<file path="config.mk">
export PLATFORM = sky130hd
export DESIGN_NAME = dmaw_walker
export DESIGN_NICKNAME = d
export VERILOG_FILES = /design/src/rtl/dmaw_pkg.sv /design/src/rtl/dmaw_rst_sync.sv /design/src/rtl/dmaw_cost_acc.sv /design/src/rtl/dmaw_node_wd.sv /design/src/rtl/dmaw_walker.sv
export SDC_FILE = /design/constraint.sdc
export NUM_CORES = 1
export LEC_CHECK = 0
export ABC_CLOCK_PERIOD_IN_PS = 4800
export BUFFER_PORTS_ARGS = -buffer_cell sky130_fd_sc_hd__buf_2
export CAP_MARGIN = 25
export CORE_AREA = 2 2 135 137
export CTS_CLUSTER_DIAMETER = 50
export DETAILED_ROUTE_END_ITERATION = 10
export DIE_AREA = 0 0 137 139
export PLACE_DENSITY = 0.76
export SLEW_MARGIN = 0
export SYNTH_ARGS = -nofsm -noshare
export SYNTH_HDL_FRONTEND = slang
export SYNTH_HIERARCHICAL = 1
export SYNTH_SLANG_ARGS = --single-unit
</file>
<file path="constraint.sdc">
create_clock -name clk -period 4.8 [get_ports clk]
set_clock_uncertainty 0.2 [all_clocks]
set_input_delay 1.2 -clock clk [delete_from_list [all_inputs] [get_ports clk]]
set_output_delay 1.2 -clock clk [all_outputs]
set_load 0.005 [all_outputs]
</file>
<file path="src/rtl/dmaw_pkg.sv">
package dmaw_pkg;
  localparam int LEN_W     = 8;
  localparam int LINK_W    = 24;
  localparam int DATA_W    = LEN_W + LINK_W;
  localparam int END_BIT   = LINK_W - 1;
  localparam int NODE_COST = 10;
  localparam int PAY_COST  = 5;

  typedef enum logic [2:0] {
    ST_IDLE,
    ST_CHECK,
    ST_HDR_REQ,
    ST_HDR_WAIT,
    ST_PAY_REQ,
    ST_PAY_WAIT,
    ST_PAY_OUT,
    ST_FIN
  } walk_st_e;
endpackage

</file>
<file path="src/rtl/dmaw_rst_sync.sv">
module dmaw_rst_sync (
  input  logic clk,
  input  logic rst_n,
  output logic rst_sync_n
);
  logic [1:0] sync_q;

  always_ff @(posedge clk or negedge rst_n) begin
    if (!rst_n) sync_q <= 2'b00;
    else        sync_q <= {sync_q[0], 1'b1};
  end

  assign rst_sync_n = sync_q[1];
endmodule

</file>
<file path="src/rtl/dmaw_cost_acc.sv">
module dmaw_cost_acc #(
  parameter int COST_W = 32
) (
  input  logic                       clk,
  input  logic                       rst_n,
  input  logic                       clr,
  input  logic                       add_en,
  input  logic [dmaw_pkg::LEN_W-1:0] len,
  output logic [COST_W-1:0]          total
);
  import dmaw_pkg::*;

  logic [COST_W-1:0] total_q, total_d, node_inc;
  logic              total_en;

  always_comb begin
    node_inc = COST_W'(NODE_COST);
    if (len != '0) node_inc = node_inc + COST_W'(PAY_COST) + COST_W'(len);
    total_en = clr | add_en;
    total_d  = clr ? '0 : (total_q + node_inc);
  end

  always_ff @(posedge clk or negedge rst_n) begin
    if (!rst_n)        total_q <= '0;
    else if (total_en) total_q <= total_d;
  end

  assign total = total_q;
endmodule

</file>
<file path="src/rtl/dmaw_node_wd.sv">
module dmaw_node_wd #(
  parameter int LOOP_LIMIT = 8192
) (
  input  logic clk,
  input  logic rst_n,
  input  logic clr,
  input  logic inc,
  output logic at_limit
);
  localparam int CNT_W = $clog2(LOOP_LIMIT + 1);

  logic [CNT_W-1:0] cnt_q, cnt_d;
  logic             cnt_en;

  always_comb begin
    at_limit = (cnt_q >= CNT_W'(LOOP_LIMIT));
    cnt_en   = clr | (inc & ~at_limit);
    cnt_d    = clr ? '0 : (cnt_q + CNT_W'(1));
  end

  always_ff @(posedge clk or negedge rst_n) begin
    if (!rst_n)      cnt_q <= '0;
    else if (cnt_en) cnt_q <= cnt_d;
  end
endmodule

</file>
<file path="src/rtl/dmaw_walker.sv">
module dmaw_walker #(
  parameter int LOOP_LIMIT = 8192,
  parameter int COST_W     = 32,
  parameter int RAM_BYTE_W = 21,
  localparam int WORD_W    = RAM_BYTE_W - 2
) (
  input  logic              clk,
  input  logic              rst_n,
  input  logic              start,
  input  logic [31:0]       start_addr,
  output logic              busy,
  output logic              rd_req,
  output logic [WORD_W-1:0] rd_addr,
  input  logic [31:0]       rd_data,
  input  logic              rd_valid,
  output logic              out_valid,
  output logic [31:0]       out_data,
  input  logic              out_ready,
  output logic              done,
  output logic [COST_W-1:0] cost,
  output logic              loop_err
);
  import dmaw_pkg::*;

  logic rst_i_n;

  walk_st_e          st_q, st_d;
  logic [LINK_W-1:0] cur_q, cur_d;
  logic [LINK_W-1:0] nxt_q, nxt_d;
  logic [WORD_W-1:0] widx_q, widx_d;
  logic [LEN_W-1:0]  remain_q, remain_d;
  logic [31:0]       dout_q, dout_d;
  logic              lerr_q, lerr_d;
  logic              cost_clr, cost_add, wd_clr, wd_inc, wd_at_limit;
  logic [LEN_W-1:0]  hdr_len;
  logic [LINK_W-1:0] hdr_link;

  dmaw_rst_sync u_rst (
    .clk        (clk),
    .rst_n      (rst_n),
    .rst_sync_n (rst_i_n)
  );

  dmaw_cost_acc #(.COST_W(COST_W)) u_cost (
    .clk    (clk),
    .rst_n  (rst_i_n),
    .clr    (cost_clr),
    .add_en (cost_add),
    .len    (hdr_len),
    .total  (cost)
  );

  dmaw_node_wd #(.LOOP_LIMIT(LOOP_LIMIT)) u_wd (
    .clk      (clk),
    .rst_n    (rst_i_n),
    .clr      (wd_clr),
    .inc      (wd_inc),
    .at_limit (wd_at_limit)
  );

  assign hdr_len  = rd_data[DATA_W-1:LINK_W];
  assign hdr_link = rd_data[LINK_W-1:0];

  logic unused_start_hi;
  logic unused_cur_bits;
  assign unused_start_hi = ^start_addr[31:LINK_W];
  assign unused_cur_bits = ^{cur_q[LINK_W-2:RAM_BYTE_W], cur_q[1:0]};

  // next-state process
  always_comb begin
    st_d     = st_q;
    cur_d    = cur_q;
    nxt_d    = nxt_q;
    widx_d   = widx_q;
    remain_d = remain_q;
    dout_d   = dout_q;
    lerr_d   = lerr_q;
    cost_clr = 1'b0;
    cost_add = 1'b0;
    wd_clr   = 1'b0;
    wd_inc   = 1'b0;
    unique case (st_q)
      ST_IDLE: begin
        if (start) begin
          cur_d    = start_addr[LINK_W-1:0];
          lerr_d   = 1'b0;
          cost_clr = 1'b1;
          wd_clr   = 1'b1;
          st_d     = ST_CHECK;
        end
      end
      ST_CHECK: begin
        if (cur_q[END_BIT]) begin
          st_d = ST_FIN;
        end else if (wd_at_limit) begin
          lerr_d = 1'b1;
          st_d   = ST_FIN;
        end else begin
          st_d = ST_HDR_REQ;
        end
      end
      ST_HDR_REQ: st_d = ST_HDR_WAIT;
      ST_HDR_WAIT: begin
        if (rd_valid) begin
          cost_add = 1'b1;
          wd_inc   = 1'b1;
          remain_d = hdr_len;
          nxt_d    = hdr_link;
          widx_d   = cur_q[RAM_BYTE_W-1:2] + WORD_W'(1);
          if (hdr_len == '0) begin
            cur_d = hdr_link;
            st_d  = ST_CHECK;
          end else begin
            st_d = ST_PAY_REQ;
          end
        end
      end
      ST_PAY_REQ: st_d = ST_PAY_WAIT;
      ST_PAY_WAIT: begin
        if (rd_valid) begin
          dout_d = rd_data;
          st_d   = ST_PAY_OUT;
        end
      end
      ST_PAY_OUT: begin
        if (out_ready) begin
          remain_d = remain_q - LEN_W'(1);
          widx_d   = widx_q + WORD_W'(1);
          if (remain_q == LEN_W'(1)) begin
            cur_d = nxt_q;
            st_d  = ST_CHECK;
          end else begin
            st_d = ST_PAY_REQ;
          end
        end
      end
      ST_FIN: st_d = ST_IDLE;
      default: st_d = ST_IDLE;
    endcase
  end

  // register process
  always_ff @(posedge clk or negedge rst_i_n) begin
    if (!rst_i_n) begin
      st_q     <= ST_IDLE;
      cur_q    <= '0;
      nxt_q    <= '0;
      widx_q   <= '0;
      remain_q <= '0;
      dout_q   <= '0;
      lerr_q   <= 1'b0;
    end else begin
      st_q     <= st_d;
      cur_q    <= cur_d;
      nxt_q    <= nxt_d;
      widx_q   <= widx_d;
      remain_q <= remain_d;
      lerr_q   <= lerr_d;
      if (st_q == ST_PAY_WAIT) dout_q <= dout_d;
    end
  end

  assign busy      = (st_q != ST_IDLE);
  assign done      = (st_q == ST_FIN);
  assign rd_req    = (st_q == ST_HDR_REQ) || (st_q == ST_PAY_REQ);
  assign rd_addr   = (st_q == ST_HDR_REQ) ? cur_q[RAM_BYTE_W-1:2] : widx_q;
  assign out_valid = (st_q == ST_PAY_OUT);
  assign out_data  = dout_q;
  assign loop_err  = lerr_q;
endmodule

</file>
======== Word-level counts from Yosys, hierarchy flattened ========
Index checks and enable logic that the tools add are counted.
storage, ports and cells
  flip-flop bits (word level) ............. 159
  input port bits ......................... 69
  output and inout port bits .............. 88
  word-level logic and storage cells ...... 84
cells by class
  $add $sub $neg .......................... 6
  $lt $le $gt $ge ......................... 1
  equal/unequal tests ..................... 16
  mux-type cells .......................... 33
  bitwise gates (word level) .............. 4
  reduce and logical (&&, ||, !) cells .... 14
operators with widths
  cell                   number
  $mux 24                5
  $pmux 24 s3            1
  $mux 32                2
  $mux 19                3
  $add 19x1->19 const B  2
  $pmux 19 s2            1
  $add 32x32->32         1
  $mux 3                 8
  $pmux 3 s8             1
  $mux 8                 2
  $pmux 8 s2             1
  $add 14x1->14 const B  1
  $ge 14x14->1 const B   1
  $mux 14                1
  $eq 3x3->1 const B     4
  $ne 2x2->1 const B     5
  $add 4x8->9 const A    1
  $eq 8x1->1 const B     1
  $logic_not 8->1        1
  $reduce_and 4->1       2
  $reduce_bool 8->1      1
  $sub 8x1->8 const B    1
  $mux 1                 7
  $eq 3x2->1 const B     2
  13 further kinds       19

======== Longest topological paths before layout ========
Gate-level depths: netlist (run 1).
  depth after elaboration ................. 4
  depth in mapped cells ................... 14
  gate-level depth less buffers ........... 13

======== By module ========
The synthesis (run 1) kept the hierarchy.
by module, submodules not included
  module         times used  cells an instance  area an instance (sq um)  sequential area each (sq um)
  dmaw_walker    1           587                5662.9                    2577.5
  dmaw_cost_acc  1           244                2209.6                    800.8
  dmaw_node_wd   1           78                 777.0                     350.3
  dmaw_rst_sync  1           3                  53.8                      50.0

======== Worst setup path before layout (run 1) ========
OpenSTA, ideal clock, no wires.
  kind .................................... input -> register
  from .................................... in rd_data[24]
  to ...................................... reg u_cost.total_q[30], in the netlist u_cost/total[30]
  setup time .............................. 0.078 ns
  arrival time ............................ 3.695 ns
  required time ........................... 4.522 ns
  slack ................................... 0.827 ns
  stages .................................. 14
  buffers on the path ..................... 1
  cells stage by stage .................... inv_1 -> ha_1 -> nor4b_1 -> nor2b_1 -> a21oi_1 -> ha_1 -> inv_1 -> fa_1 -> and2b_1 -> o31a_2 -> o32ai_2 -> buf_2 -> or4_1 -> a21oi_1
on the way
  longest elaborated chain between the ends .. 4
  elaborated cells between the ends (all ways) .. 5
  classes of those cells .................. add/sub (2); mux (2); reduce/logical (1)
RTL lines
  what                                                     RTL line             text
  start, declared                                          dmaw_walker.sv:14    input logic [31:0] rd_data,
  $add 4x8->9 / $reduce_bool 8->1 (equally long branches)  dmaw_cost_acc.sv:18  if (len != '0) node_inc = node_inc + COST_W'(PAY_COST) + COST_W'(len);
  $mux 32 (*)                                              dmaw_cost_acc.sv:18
  $add 32x32->32 (*)                                       dmaw_cost_acc.sv:20  total_d = clr ? '0 : (total_q + node_inc);
  $mux 32 (*)                                              dmaw_cost_acc.sv:20
  end signal, assigned                                     dmaw_cost_acc.sv:25  else if (total_en) total_q <= total_d;
  end, declared                                            dmaw_cost_acc.sv:13  logic [COST_W-1:0] total_q, total_d, node_inc;
Mark *: on every way between the ends. The rest lies on a longest branch, timed or not.
A chain may end at the register's enable or synchronous reset.

======== Worst setup path in the final report (run 1) ========
  from .................................... in rd_data[24]
  to ...................................... reg u_cost.total_q[10], in the netlist u_cost/total[10]
Same word-level chain as after synthesis.

==> results of run 1 <==
## worst reg2reg max path, delay by kind of cell, from the launching register on
family	cells	cell delay, ns
AOI/OAI and AO/OA	3	0.97
adders and majority gates	1	0.28
buffers and inverters	1	0.23
DFF	1	0.60
and+or+nand+nor	5	1.42
## flip-flops by register name (all words and copies together), names as in the netlist
name / flops
st_q: 3
cur_q: 20
remain_q: 8
widx_q: 19
u_rst/sync_q: 2
loop_err: 1
out_data: 32
nxt_q: 20
u_wd/cnt_q: 14
u_cost/total: 32
## through the flow
step	utilization (%)	instance area, um2	power, mW
global route	58.0	10200	6.23
detailed placement	54.5	9610	4.46
finish	58.0	10200	5.81
floorplan	-	8700	3.71
CTS	57.7	10200	5.82
global placement	54.5	9610	4.38
## path summary, 6_finish.rpt
path | startpoint | to | slack [ns] | depth (start not counted)
max in group asynchronous | u_rst/sync_q[1]$_DFF_PN0_ | out_data[15]$_DFFE_PN0P_ | 3.60 | 1
worst min-delay path | u_rst/sync_q[1]$_DFF_PN0_ | widx_q[7]$_DFFE_PN0P_ | 0.05 | 0
worst max register to register | st_q[0]$_DFFE_PN0P_ | widx_q[18]$_DFFE_PN0P_ | 0.97 | 10
min in group clk | u_rst/sync_q[0]$_DFF_PN0_ | u_rst/sync_q[1]$_DFF_PN0_ | 0.15 | 0
worst min register to register | u_rst/sync_q[1]$_DFF_PN0_ | widx_q[7]$_DFFE_PN0P_ | 0.05 | 0
worst max-delay path | rd_data[24] | u_cost/total[10]$_DFFE_PN0P_ | 0.63 | 15
## layout make-up
cell class / count / share of cell area, %
multi-input cells: 679 / 45.0
flip-flops and latches: 151 / 37.0
repair buffers: 161 / 8.68
clock buffers: 17 / 4.16
well taps: 229 / 2.80
clock inverters: 15 / 1.50
inverters: 26 / 0.953
## report_power, final
part / internal (mW) / switching (mW)
combinational: 1.05 / 1.21
clock: 0.734 / 0.598
sequential: 1.74 / 0.474
## layer usage
layer / track usage [%] / wire length [um] / vias to the layer above
met5: 0 / 0 / -
met3: 5.45 / 1480 / 24
li1: - / - / 3621
met2: 36.1 / 10400 / 253
met4: 6.67 / 374 / 0
met1: 32.4 / 9690 / 3725
## synth_stat cells (6+ instances only)
cell type | n | share of area (%)
a211oi_1 | 9 | 0.78
a21oi_1 | 72 | 4.1
a22oi_1 | 26 | 2.2
a31oi_1 | 23 | 1.7
buf_1 | 8 | 0.35
buf_2 | 8 | 0.46
clkbuf_1 | 36 | 1.6
dfrtp_1 | 151 | 43
ha_1 | 16 | 2.3
inv_1 | 25 | 1.1
mux2_2 | 66 | 8.5
mux2i_1 | 21 | 2.4
nand2_1 | 76 | 3.3
nand3_1 | 30 | 1.7
nand4_1 | 12 | 0.86
nor2_1 | 75 | 3.2
nor2b_1 | 11 | 0.79
nor3_1 | 13 | 0.75
nor4_1 | 12 | 0.86
o21a_1 | 6 | 0.52
o21ai_0 | 56 | 3.2
o31ai_1 | 11 | 0.95
or3_1 | 24 | 1.7
or4_1 | 14 | 1.2
xnor2_1 | 7 | 0.70
## cell families (layout without fill, tap and decap cells)
kind of cell | Yosys count | count (layout) | synth area share (%)
other | 1 | 1 | 0.0431
buffers and inverters | 82 | 219 | 3.85
xor gates and xnor gates | 11 | 11 | 1.11
adders and majority gates | 17 | 17 | 2.53
DFF | 151 | 151 | 43.4
and+or+nand+nor | 302 | 302 | 18.5
AOI/OAI and AO/OA | 256 | 256 | 19.0
muxes | 92 | 92 | 11.6
==> impl_results.md, run 1 <==
- Routed Antenna Nets: 0
- Core area: 17700 um2
- Actual slew at the worst max-slew pin: 0.917 ns
- Final Hold Fails: 0
- Width of the die: 137 um
- Max stage delay on crit path: 0.50 ns
- Post-Synthesis Cell Area: 8700 um2
- Fin crit period: 4.17 ns
- Multi-input combinational cell area: 4600 um2
- Max-cap viol count: 0
- Critical path's slowest cell: o32ai_2
- Total CTS buffers: 17
- Placed insts: 1244
- Most common cell after layout, fill and taps aside: dfrtp_1
- # rows: 49
- Diodes inserted: 0
- Detailed placer's ending HPWL: 14.6 mm
- Crit-path cells: buf_2 > inv_1 > ha_1 > nor4b_1 > nor2b_1 > a21oi_1 > ha_1 > inv_1 > fa_1 > and2b_1 > o31a_2 > o32ai_2 > buf_4 > o21ai_0 > a21oi_1
- Finished Layout Cells: 1278
- Die ar.: 19000 um2
- Setup tns final: 0 ns
- Io pins: 157
- P per Cell Area: 567 nW/um2
- Setup WS pre-CTS: 0.272 ns
- Via count: 7623
- Fill cell count: 1525
- Clock transition at path regs: 0.07 ns
- Final wirelength: 21.9 mm
- CP bufs+invs: 4
- Post-synth ARST share: 100%
- Grt ovf: 0
- Share of layout cells above drive strength 1: 27.2%
- Status: finished, final reports clean
- Critical Path Start Type: input port
- Post-CTS setup buffers: 0
- Cell family with most CP delay: compound AO/OA/AOI/OAI gates
- GRT Total Usage: 23.2%
- Max FO, Critical Path: 11
- Final slew viol count: 0
- RSZ-0062 raised after global routing: false
- Worst hold path class: register to async pin
- Pin count of the biggest net entering global routing: 80
- Syn nets: 998
- Htree depth: 4
- Vias in the first global route: 7188
- # port buffers: 144
- Clock sink count: 151
- First-pass GRT wire length: 35.9 mm
- Clk_lat worst skew: 0.43 ns
- Synth unique cells: 77
- Yosys warning count: 6
- Hold Slack: 0.0544 ns
- Detailed Routing Iterations Pass 1: 6
- Seq/Total Area, Yosys: 43.4%
- Die Y: 139 um
- Slew Limit Headroom: 38.9%
- Crit path kind: input port to register
- Commonest non-fill, non-tap cells in the layout: dfrtp_1, buf_2, nand2_1
- Nets: 1122
- Worst setup margin: 0.631 ns
- Clk buf depth: 2
- Cts hold-fix bufs: 0
- Worst Path Required: 4.94 ns
- Critical path arrival: 4.31 ns
- Number of cells produced by synthesis: 912
- Area Growth Syn to Fin: 17.6%
- GPL Wtd Cong: 0.876
- Leakage power: 4.64 nW
- 1st-iter DRT viols: 560
- Number of remaining DRC errors: 0
- Post-synth EDFFs: 0
- Yosys reg bits: 151
- WL per Instance: 17.2 um
- FMAX: 0.240 GHz
- Vias per cell: 5.96
- Syn Area/Cell: 9.54 um2
- Post-CTS Resized: 0
- Final setup fails: 0
- Worst setup EP type: register
- Final period utilization: 86.9%
- CTS tree: done
- Top_reg_cell synth: dfrtp_1
- Initial antenna violation count: 0
- Starting Density: 49.3%
- Root buffer cell: clkbuf_16
- Sequential cell area: 3780 um2
- Worst vdd ir: 0.330 mV
No activity file was read; power rests on OpenSTA's default activity.
==> run 2, diff against run 1 <==
--- a/config.mk
+++ b/config.mk
@@ -5,14 +5,15 @@
 export SDC_FILE = /design/constraint.sdc
 export NUM_CORES = 1
 export LEC_CHECK = 0
+export ABC_AREA = 1
 export ABC_CLOCK_PERIOD_IN_PS = 4800
 export BUFFER_PORTS_ARGS = -buffer_cell sky130_fd_sc_hd__buf_2
 export CAP_MARGIN = 25
-export CORE_AREA = 2 2 135 137
+export CORE_AREA = 2 2 139 141
 export CTS_CLUSTER_DIAMETER = 50
 export DETAILED_ROUTE_END_ITERATION = 10
-export DIE_AREA = 0 0 137 139
-export PLACE_DENSITY = 0.76
+export DIE_AREA = 0 0 141 143
+export PLACE_DENSITY = 0.75
 export SLEW_MARGIN = 0
 export SYNTH_ARGS = -nofsm -noshare
 export SYNTH_HDL_FRONTEND = slang
==> impl_results.md, run 2 <==
- Critical path's slowest cell: dfrtp_1
- Syn nets: 1339 (+34%)
- Io pins: 157 (unchanged)
- Commonest non-fill, non-tap cells in the layout: nand2_1, dfrtp_1, buf_2
- Width of the die: 141 um (+2.9%)
- Hold Slack: 0.0794 ns (+0.0250 ns)
- Final setup fails: 0 (unchanged)
- Final slew viol count: 0 (unchanged)
- Number of cells produced by synthesis: 1253 (+37%)
- Max stage delay on crit path: 0.44 ns (-0.06 ns)
- Setup tns final: 0 ns (unchanged)
- Fin crit period: 3.76 ns (-0.409 ns)
- Slew Limit Headroom: 40.4% (+1.6 points)
- Finished Layout Cells: 1631 (+28%)
- Clock sink count: 151 (unchanged)
- Max FO, Critical Path: 23 (+12)
- Worst Path Required: 3.40 ns (-1.54 ns)
- Detailed Routing Iterations Pass 1: 7 (+1)
- Synth unique cells: 48 (-38%)
- Clk_lat worst skew: 0.42 ns (about the same)
- Post-synth EDFFs: 0 (unchanged)
- Finished Cell Area: 10600 um2 (+3.9%)
- Cts hold-fix bufs: 0 (unchanged)
- GPL Wtd Cong: 0.891 (+1.7%)
- Setup WS pre-CTS: 1.02 ns (+0.749 ns)
- Yosys reg bits: 151 (unchanged)
- P per Cell Area: 574 nW/um2 (+1.1%)
- Max-cap viol count: 0 (unchanged)
- RSZ-0062 raised after global routing: false
- Htree depth: 4 (unchanged)
- Pin count of the biggest net entering global routing: 76 (-5.0%)
- Die Y: 143 um (+2.9%)
- Number of remaining DRC errors: 0 (unchanged)
- Most used cell along the critical path: inv_2
- # rows: 50 (+2.0%)
- FMAX: 0.266 GHz (+11%)
- Cell taking the most area after synthesis: dfrtp_1
- Worst setup margin: 1.04 ns (+0.409 ns)
- Worst Reg-to-Reg Cells: 13 (+3)
- Worst vdd ir: 0.455 mV (+38%)
- Top_reg_cell synth: dfrtp_1
- Vias per cell: 5.29 (-11%)
- Leakage power: 5.59 nW (+21%)
- Worst hold path class: register to async pin
- Share of layout cells above drive strength 1: 20.3% (-6.9 points)
- Post-Synthesis Cell Area: 9150 um2 (+5.1%)
- Yosys warning count: 6 (unchanged)
- Core area: 18600 um2 (+5.2%)
- Starting Density: 49.2% (-0.066 points)
- Seq/Total Area, Yosys: 41.3% (-2.1 points)
- Post-synth ARST share: 100% (unchanged)
- Post-CTS setup buffers: 0 (unchanged)
- Clk buf depth: 2 (unchanged)
- Syn Area/Cell: 7.30 um2 (-24%)
- Die ar.: 20200 um2 (+5.9%)
- Critical Path Start Type: register
- Synth cell count leaders: nand2_1, dfrtp_1, inv_1
- Clock transition at path regs: 0.06 ns (about the same)
- Post-CTS Resized: 0 (unchanged)
- Dominant cell by count in the synthesized netlist: nand2_1
- Detailed placer's ending HPWL: 17.3 mm (+18%)
- Actual slew at the worst max-slew pin: 0.892 ns (-0.0245 ns)
- Initial antenna violation count: 1 (+1)
- First-pass GRT wire length: 39.3 mm (+9.5%)
- Root buffer cell: clkbuf_16
- Vias in the first global route: 8110 (+13%)
- Share of Yosys cell area claimed by the top area cell type: 41.3% (-2.1 points)
- Most common cell after layout, fill and taps aside: nand2_1
- Final period utilization: 78.3% (-8.5 points)
- Final wirelength: 24.0 mm (+9.5%)
- Critical path arrival: 2.36 ns (-1.95 ns)
- Placed insts: 1597 (+28%)
- CTS tree: done
- Design Power: 6.10 mW (+5.0%)
- Total CTS buffers: 17 (unchanged)
- Status: finished, final reports clean
- GRT Total Usage: 24.3% (+1.0 points)
- Area Growth Syn to Fin: 16.3%
- Crit path kind: register to output port
- WL per Instance: 14.7 um (-14%)
- 1st-iter DRT viols: 736 (+31%)
- Cell area after placement: 10000 um2 (+4.1%)
- Largest cells by area after synthesis: dfrtp_1, nand2_1, inv_1
- Nets: 1469 (+31%)
- Grt ovf: 0 (unchanged)
- Layout Utilization: 57.2% (-0.75 points)
- Final Hold Fails: 0 (unchanged)
- Crit-path cells: inv_2 > nand2_1 > nor2_2 > buf_4 > inv_2 > o21ai_0 > buf_2
- Worst setup EP type: output port
- # port buffers: 144 (unchanged)
- Routed Antenna Nets: 0 (unchanged)
- Via count: 8633 (+13%)
## run 2: cell count changes in the layout (fill, tap and decap cells not counted), moves of 44 or more
cell     previous run  this run
o21ai_0            56       106
nor2_1             74       122
nand2_1            76       360
mux2_2             66         4
a21oi_1            72        28
inv_1              25       143
## run 2: logic make-up (layout without fill, tap and decap cells)
kind of cell | Yosys count | after routing | synth area share, %
other | 1 | 2 | 0.0410
adders and majority gates | 17 | 17 | 2.41
DFF | 151 | 151 | 41.3
AOI/OAI and AO/OA | 192 | 192 | 11.9
muxes | 4 | 4 | 0.492
xor gates and xnor gates | 16 | 16 | 1.53
buffers and inverters | 203 | 346 | 9.26
and+or+nand+nor | 669 | 669 | 33.1
## run 2: final timing paths
path                                           start  slack (ns)                         to
min                        u_rst/sync_q[1]$_DFF_PN0_        0.08    out_data[4]$_DFFE_PN0P_
min reg2reg                u_rst/sync_q[1]$_DFF_PN0_        0.08    out_data[4]$_DFFE_PN0P_
min in group clk           u_rst/sync_q[0]$_DFF_PN0_        0.16  u_rst/sync_q[1]$_DFF_PN0_
max                              st_q[0]$_DFFE_PN0P_        1.04                 rd_addr[0]
max reg2reg                      st_q[2]$_DFFE_PN0P_        1.72     widx_q[18]$_DFFE_PN0P_
max in group asynchronous  u_rst/sync_q[1]$_DFF_PN0_        3.57      nxt_q[10]$_DFFE_PN0P_
## run 2: per-layer routing
layer	track usage (%)	vias to the layer above	part of all wire, %
li1	-	4283	-
met1	33.6	4046	47
met3	4.59	43	4.9
met4	8.74	0	2.3
met2	38.4	261	46
met5	0	-	0
## run 2: power breakdown
group          switching, mW  internal, mW  leakage (nW)  total, mW
sequential             0.382          1.74          1.95       2.12
clock                  0.539         0.810         0.283       1.35
combinational           1.68         0.945          3.36       2.63
total                   2.61          3.49          5.59       6.10
## run 2: layout make-up
| class | instances | area, um2 |
|---|---|---|
| antenna | 1 | 2.50 |
| clock buffer | 22 | 474 |
| clock inverter | 10 | 119 |
| fill | 1708 | 7950 |
| inverter | 158 | 593 |
| multi-input combinational | 899 | 4530 |
| sequential | 151 | 3780 |
| tap | 234 | 293 |
| timing repair buffer | 156 | 843 |
## run 2: worst max-delay path, delay by kind of cell (launching register included)
kind / cells / cell delay, ns
AO/OA/AOI/OAI: 1 / 0.30
buffers and inverters: 4 / 1.00
flip-flops: 1 / 0.44
AND/OR/NAND/NOR: 2 / 0.21
==> run 3, diff against run 2 <==
--- a/config.mk
+++ b/config.mk
@@ -6,7 +6,7 @@
 export NUM_CORES = 1
 export LEC_CHECK = 0
 export ABC_AREA = 1
-export ABC_CLOCK_PERIOD_IN_PS = 4800
+export ABC_CLOCK_PERIOD_IN_PS = 3200
 export BUFFER_PORTS_ARGS = -buffer_cell sky130_fd_sc_hd__buf_2
 export CAP_MARGIN = 25
 export CORE_AREA = 2 2 139 141
==> constraint.sdc (replaced) <==
create_clock -name clk -period 3.2 [get_ports clk]
set_clock_uncertainty 0.2 [all_clocks]
set_input_delay 0.8 -clock clk [delete_from_list [all_inputs] [get_ports clk]]
set_output_delay 0.8 -clock clk [all_outputs]
set_load 0.005 [all_outputs]
==> impl_results.md, run 3 (same netlist as run 2, synthesis figures left out) <==
- Most Crowded Layer GR: met2
- WL per Instance: 14.5 um (-1.8%)
- Number of remaining DRC errors: 0 (unchanged)
- GRT Total Usage: 24.4% (+0.073 points)
- Setup tns final: 0 ns (unchanged)
- Htree depth: 4 (unchanged)
- GR Util met3: 4.90% (+0.30 points)
- M2 GR Usage: 39.0% (+0.64 points)
- Design Power: 9.22 mW (+51%)
- Vias per cell: 5.24 (-1.0%)
- Most used cell along the critical path: nand2_1
- Share of layout cells above drive strength 1: 21.3% (+0.98 points)
- Max FO, Critical Path: 22 (-4.3%)
- Most common cell after layout, fill and taps aside: nand2_1
- GR Util met1: 33.2% (-0.40 points)
- Fill cell count: 1670 (-2.2%)
- Critical path's slowest cell: dfrtp_1
- Worst Reg-to-Reg Cells: 11 (-2)
- Slew Limit Headroom: 42.1% (+1.7 points)
- Commonest non-fill, non-tap cells in the layout: nand2_1, dfrtp_1, buf_2
- Total CTS buffers: 17 (unchanged)
- Root buffer cell: clkbuf_16
- Actual slew at the worst max-slew pin: 0.867 ns (-0.0253 ns)
- CTS tree: done
- Clock power frac: 22.0% (about the same)
- Clock transition at path regs: 0.06 ns (about the same)
- Final Hold Fails: 0 (unchanged)
- Comb pwr share: 43.6% (+0.5 points)
- Starting Density: 49.2% (unchanged)
- Post-CTS setup buffers: 0 (unchanged)
- Worst vdd ir: 0.542 mV (+19%)
- Clock sink count: 151 (unchanged)
- GPL Wtd Cong: 0.883 (-0.85%)
- Fin crit period: 2.97 ns
- Finished Cell Area: 10800 um2 (+1.3%)
- Reg2reg setup slack: 0.73 ns (-0.99 ns)
- Die ar.: 20200 um2 (unchanged)
- Worst Path Required: 2.20 ns (-1.20 ns)
- Critical Path Start Type: register
- Critical path arrival: 1.97 ns (-0.39 ns)
- Cell area after placement: 10200 um2 (+1.6%)
- Leakage power: 5.68 nW (+1.7%)
- Final wirelength: 23.9 mm (-0.56%)
- R2r endpoint: remain_q[6]$_DFFE_PN0P_
- Width of the die: 141 um (unchanged)
- Worst setup EP type: output port
- Crit-path cells: inv_4 > nand2_1 > nor2_2 > buf_4 > nand2_1 > o21ai_0 > buf_2
- 1st-iter DRT viols: 586 (-20%)
- Grt ovf: 0 (unchanged)
- P per Cell Area: 856 nW/um2 (+49%)
- FMAX: 0.337 GHz
- Core area: 18600 um2 (unchanged)
- Final period utilization: 92.7%
- Detailed placer's ending HPWL: 17.5 mm (+1.7%)
- RSZ-0062 raised after global routing: false
- Net Sw Frac: 42.2% (-0.51 points)
- Hold Slack: 0.116 ns (+0.0364 ns)
- Worst hold path class: register to async pin
- Detailed Routing Iterations Pass 1: 5 (-2)
- Die Y: 143 um (unchanged)
- Clk_lat worst skew: 0.43 ns (about the same)
- Share of power burned in registers: 34.4% (-0.4 points)
- Final setup fails: 0 (unchanged)
- Crit path kind: register to output port
- Max stage delay on crit path: 0.46 ns (+0.02 ns)
- Routed Antenna Nets: 0 (unchanged)
- Pin count of the biggest net entering global routing: 82 (+7.9%)
- Nets: 1490 (+1.4%)
- Via count: 8650 (+0.20%)
- Final slew viol count: 0 (unchanged)
- Pint: 5.33 mW (+53%)
- Clk buf depth: 2 (unchanged)
- Max-cap viol count: 0 (unchanged)
- Area Growth Syn to Fin: 17.7%
- # port buffers: 144 (unchanged)
- Io pins: 157 (unchanged)
- Vias in the first global route: 8063 (-0.58%)
- First-pass GRT wire length: 39.4 mm (+0.32%)
- # rows: 50 (unchanged)
- Initial antenna violation count: 1 (unchanged)
- P_sw: 3.89 mW (+49%)
- FF-to-FF Start: st_q[0]$_DFFE_PN0P_
- Status: finished, final reports clean
## run 3: layer usage
| metal | vias to the layer above | part of all wire (%) |
|---|---|---|
| met5 | - | 0 |
| met4 | 0 | 2.2 |
| met3 | 37 | 5.3 |
| met2 | 241 | 46 |
| met1 | 4037 | 47 |
| li1 | 4335 | - |
## run 3: critical path, delay by kind of cell (launching register included)
kind	cells	cell delay, ns
buffers and inverters	3	0.65
DFF	1	0.46
and+or+nand+nor	3	0.31
AOI/OAI and AO/OA	1	0.11
## run 3: how the worst max path moves through the flow
stage,end,cells after the start,start
4_1_cts,rd_addr[17],7,st_q[0]$_DFFE_PN0P_
3_3_place_gp,u_cost/total[24]$_DFFE_PN0P_,18,rd_data[24]
5_1_grt,rd_addr[10],7,st_q[0]$_DFFE_PN0P_
2_1_floorplan,u_cost/total[24]$_DFFE_PN0P_,16,rd_data[24]
3_5_place_dp,u_cost/total[24]$_DFFE_PN0P_,18,rd_data[24]
6_report,rd_addr[17],7,st_q[0]$_DFFE_PN0P_
## run 3: final cells by class
type	count	area (um2)	share of cell area [%]
tap	234	293	2.72
timing repair buffer	177	983	9.13
multi-input combinational	899	4530	42.0
sequential	151	3780	35.1
clock buffer	24	492	4.57
inverter	158	596	5.53
antenna	1	2.50	0.0232
clock inverter	7	93.8	0.871
## run 3: power groups by stage
stage          sequential (mW)  clock, mW  combinational, mW
6_report                  3.17       2.02               4.02
2_1_floorplan             3.06          0               2.87
3_3_place_gp              3.17          0               3.91
4_1_cts                   3.16       2.06               4.02
3_5_place_dp              3.18          0               4.00
5_1_grt                   3.26       2.14               4.57
## run 3: per-stage QoR
step | utilization [%] | setup slack [ns] | instances
finish | 58.0 | 0.234 | 1651
global route | 58.0 | 0.0665 | 1651
CTS | 57.9 | 0.127 | 1650
detailed placement | 54.7 | -0.0404 | 1618
global placement | 54.7 | -0.0317 | 1618
floorplan | - | 0.341 | 1253
## run 3: timing repair
| action | in CTS | in global routing |
|---|---|---|
| hold endpoints to repair | 2 | 0 |
| resized for setup | 0 | 2 |
| endpoints found under the setup margin | 0 | 1 |
| hold buffers | 1 | 0 |
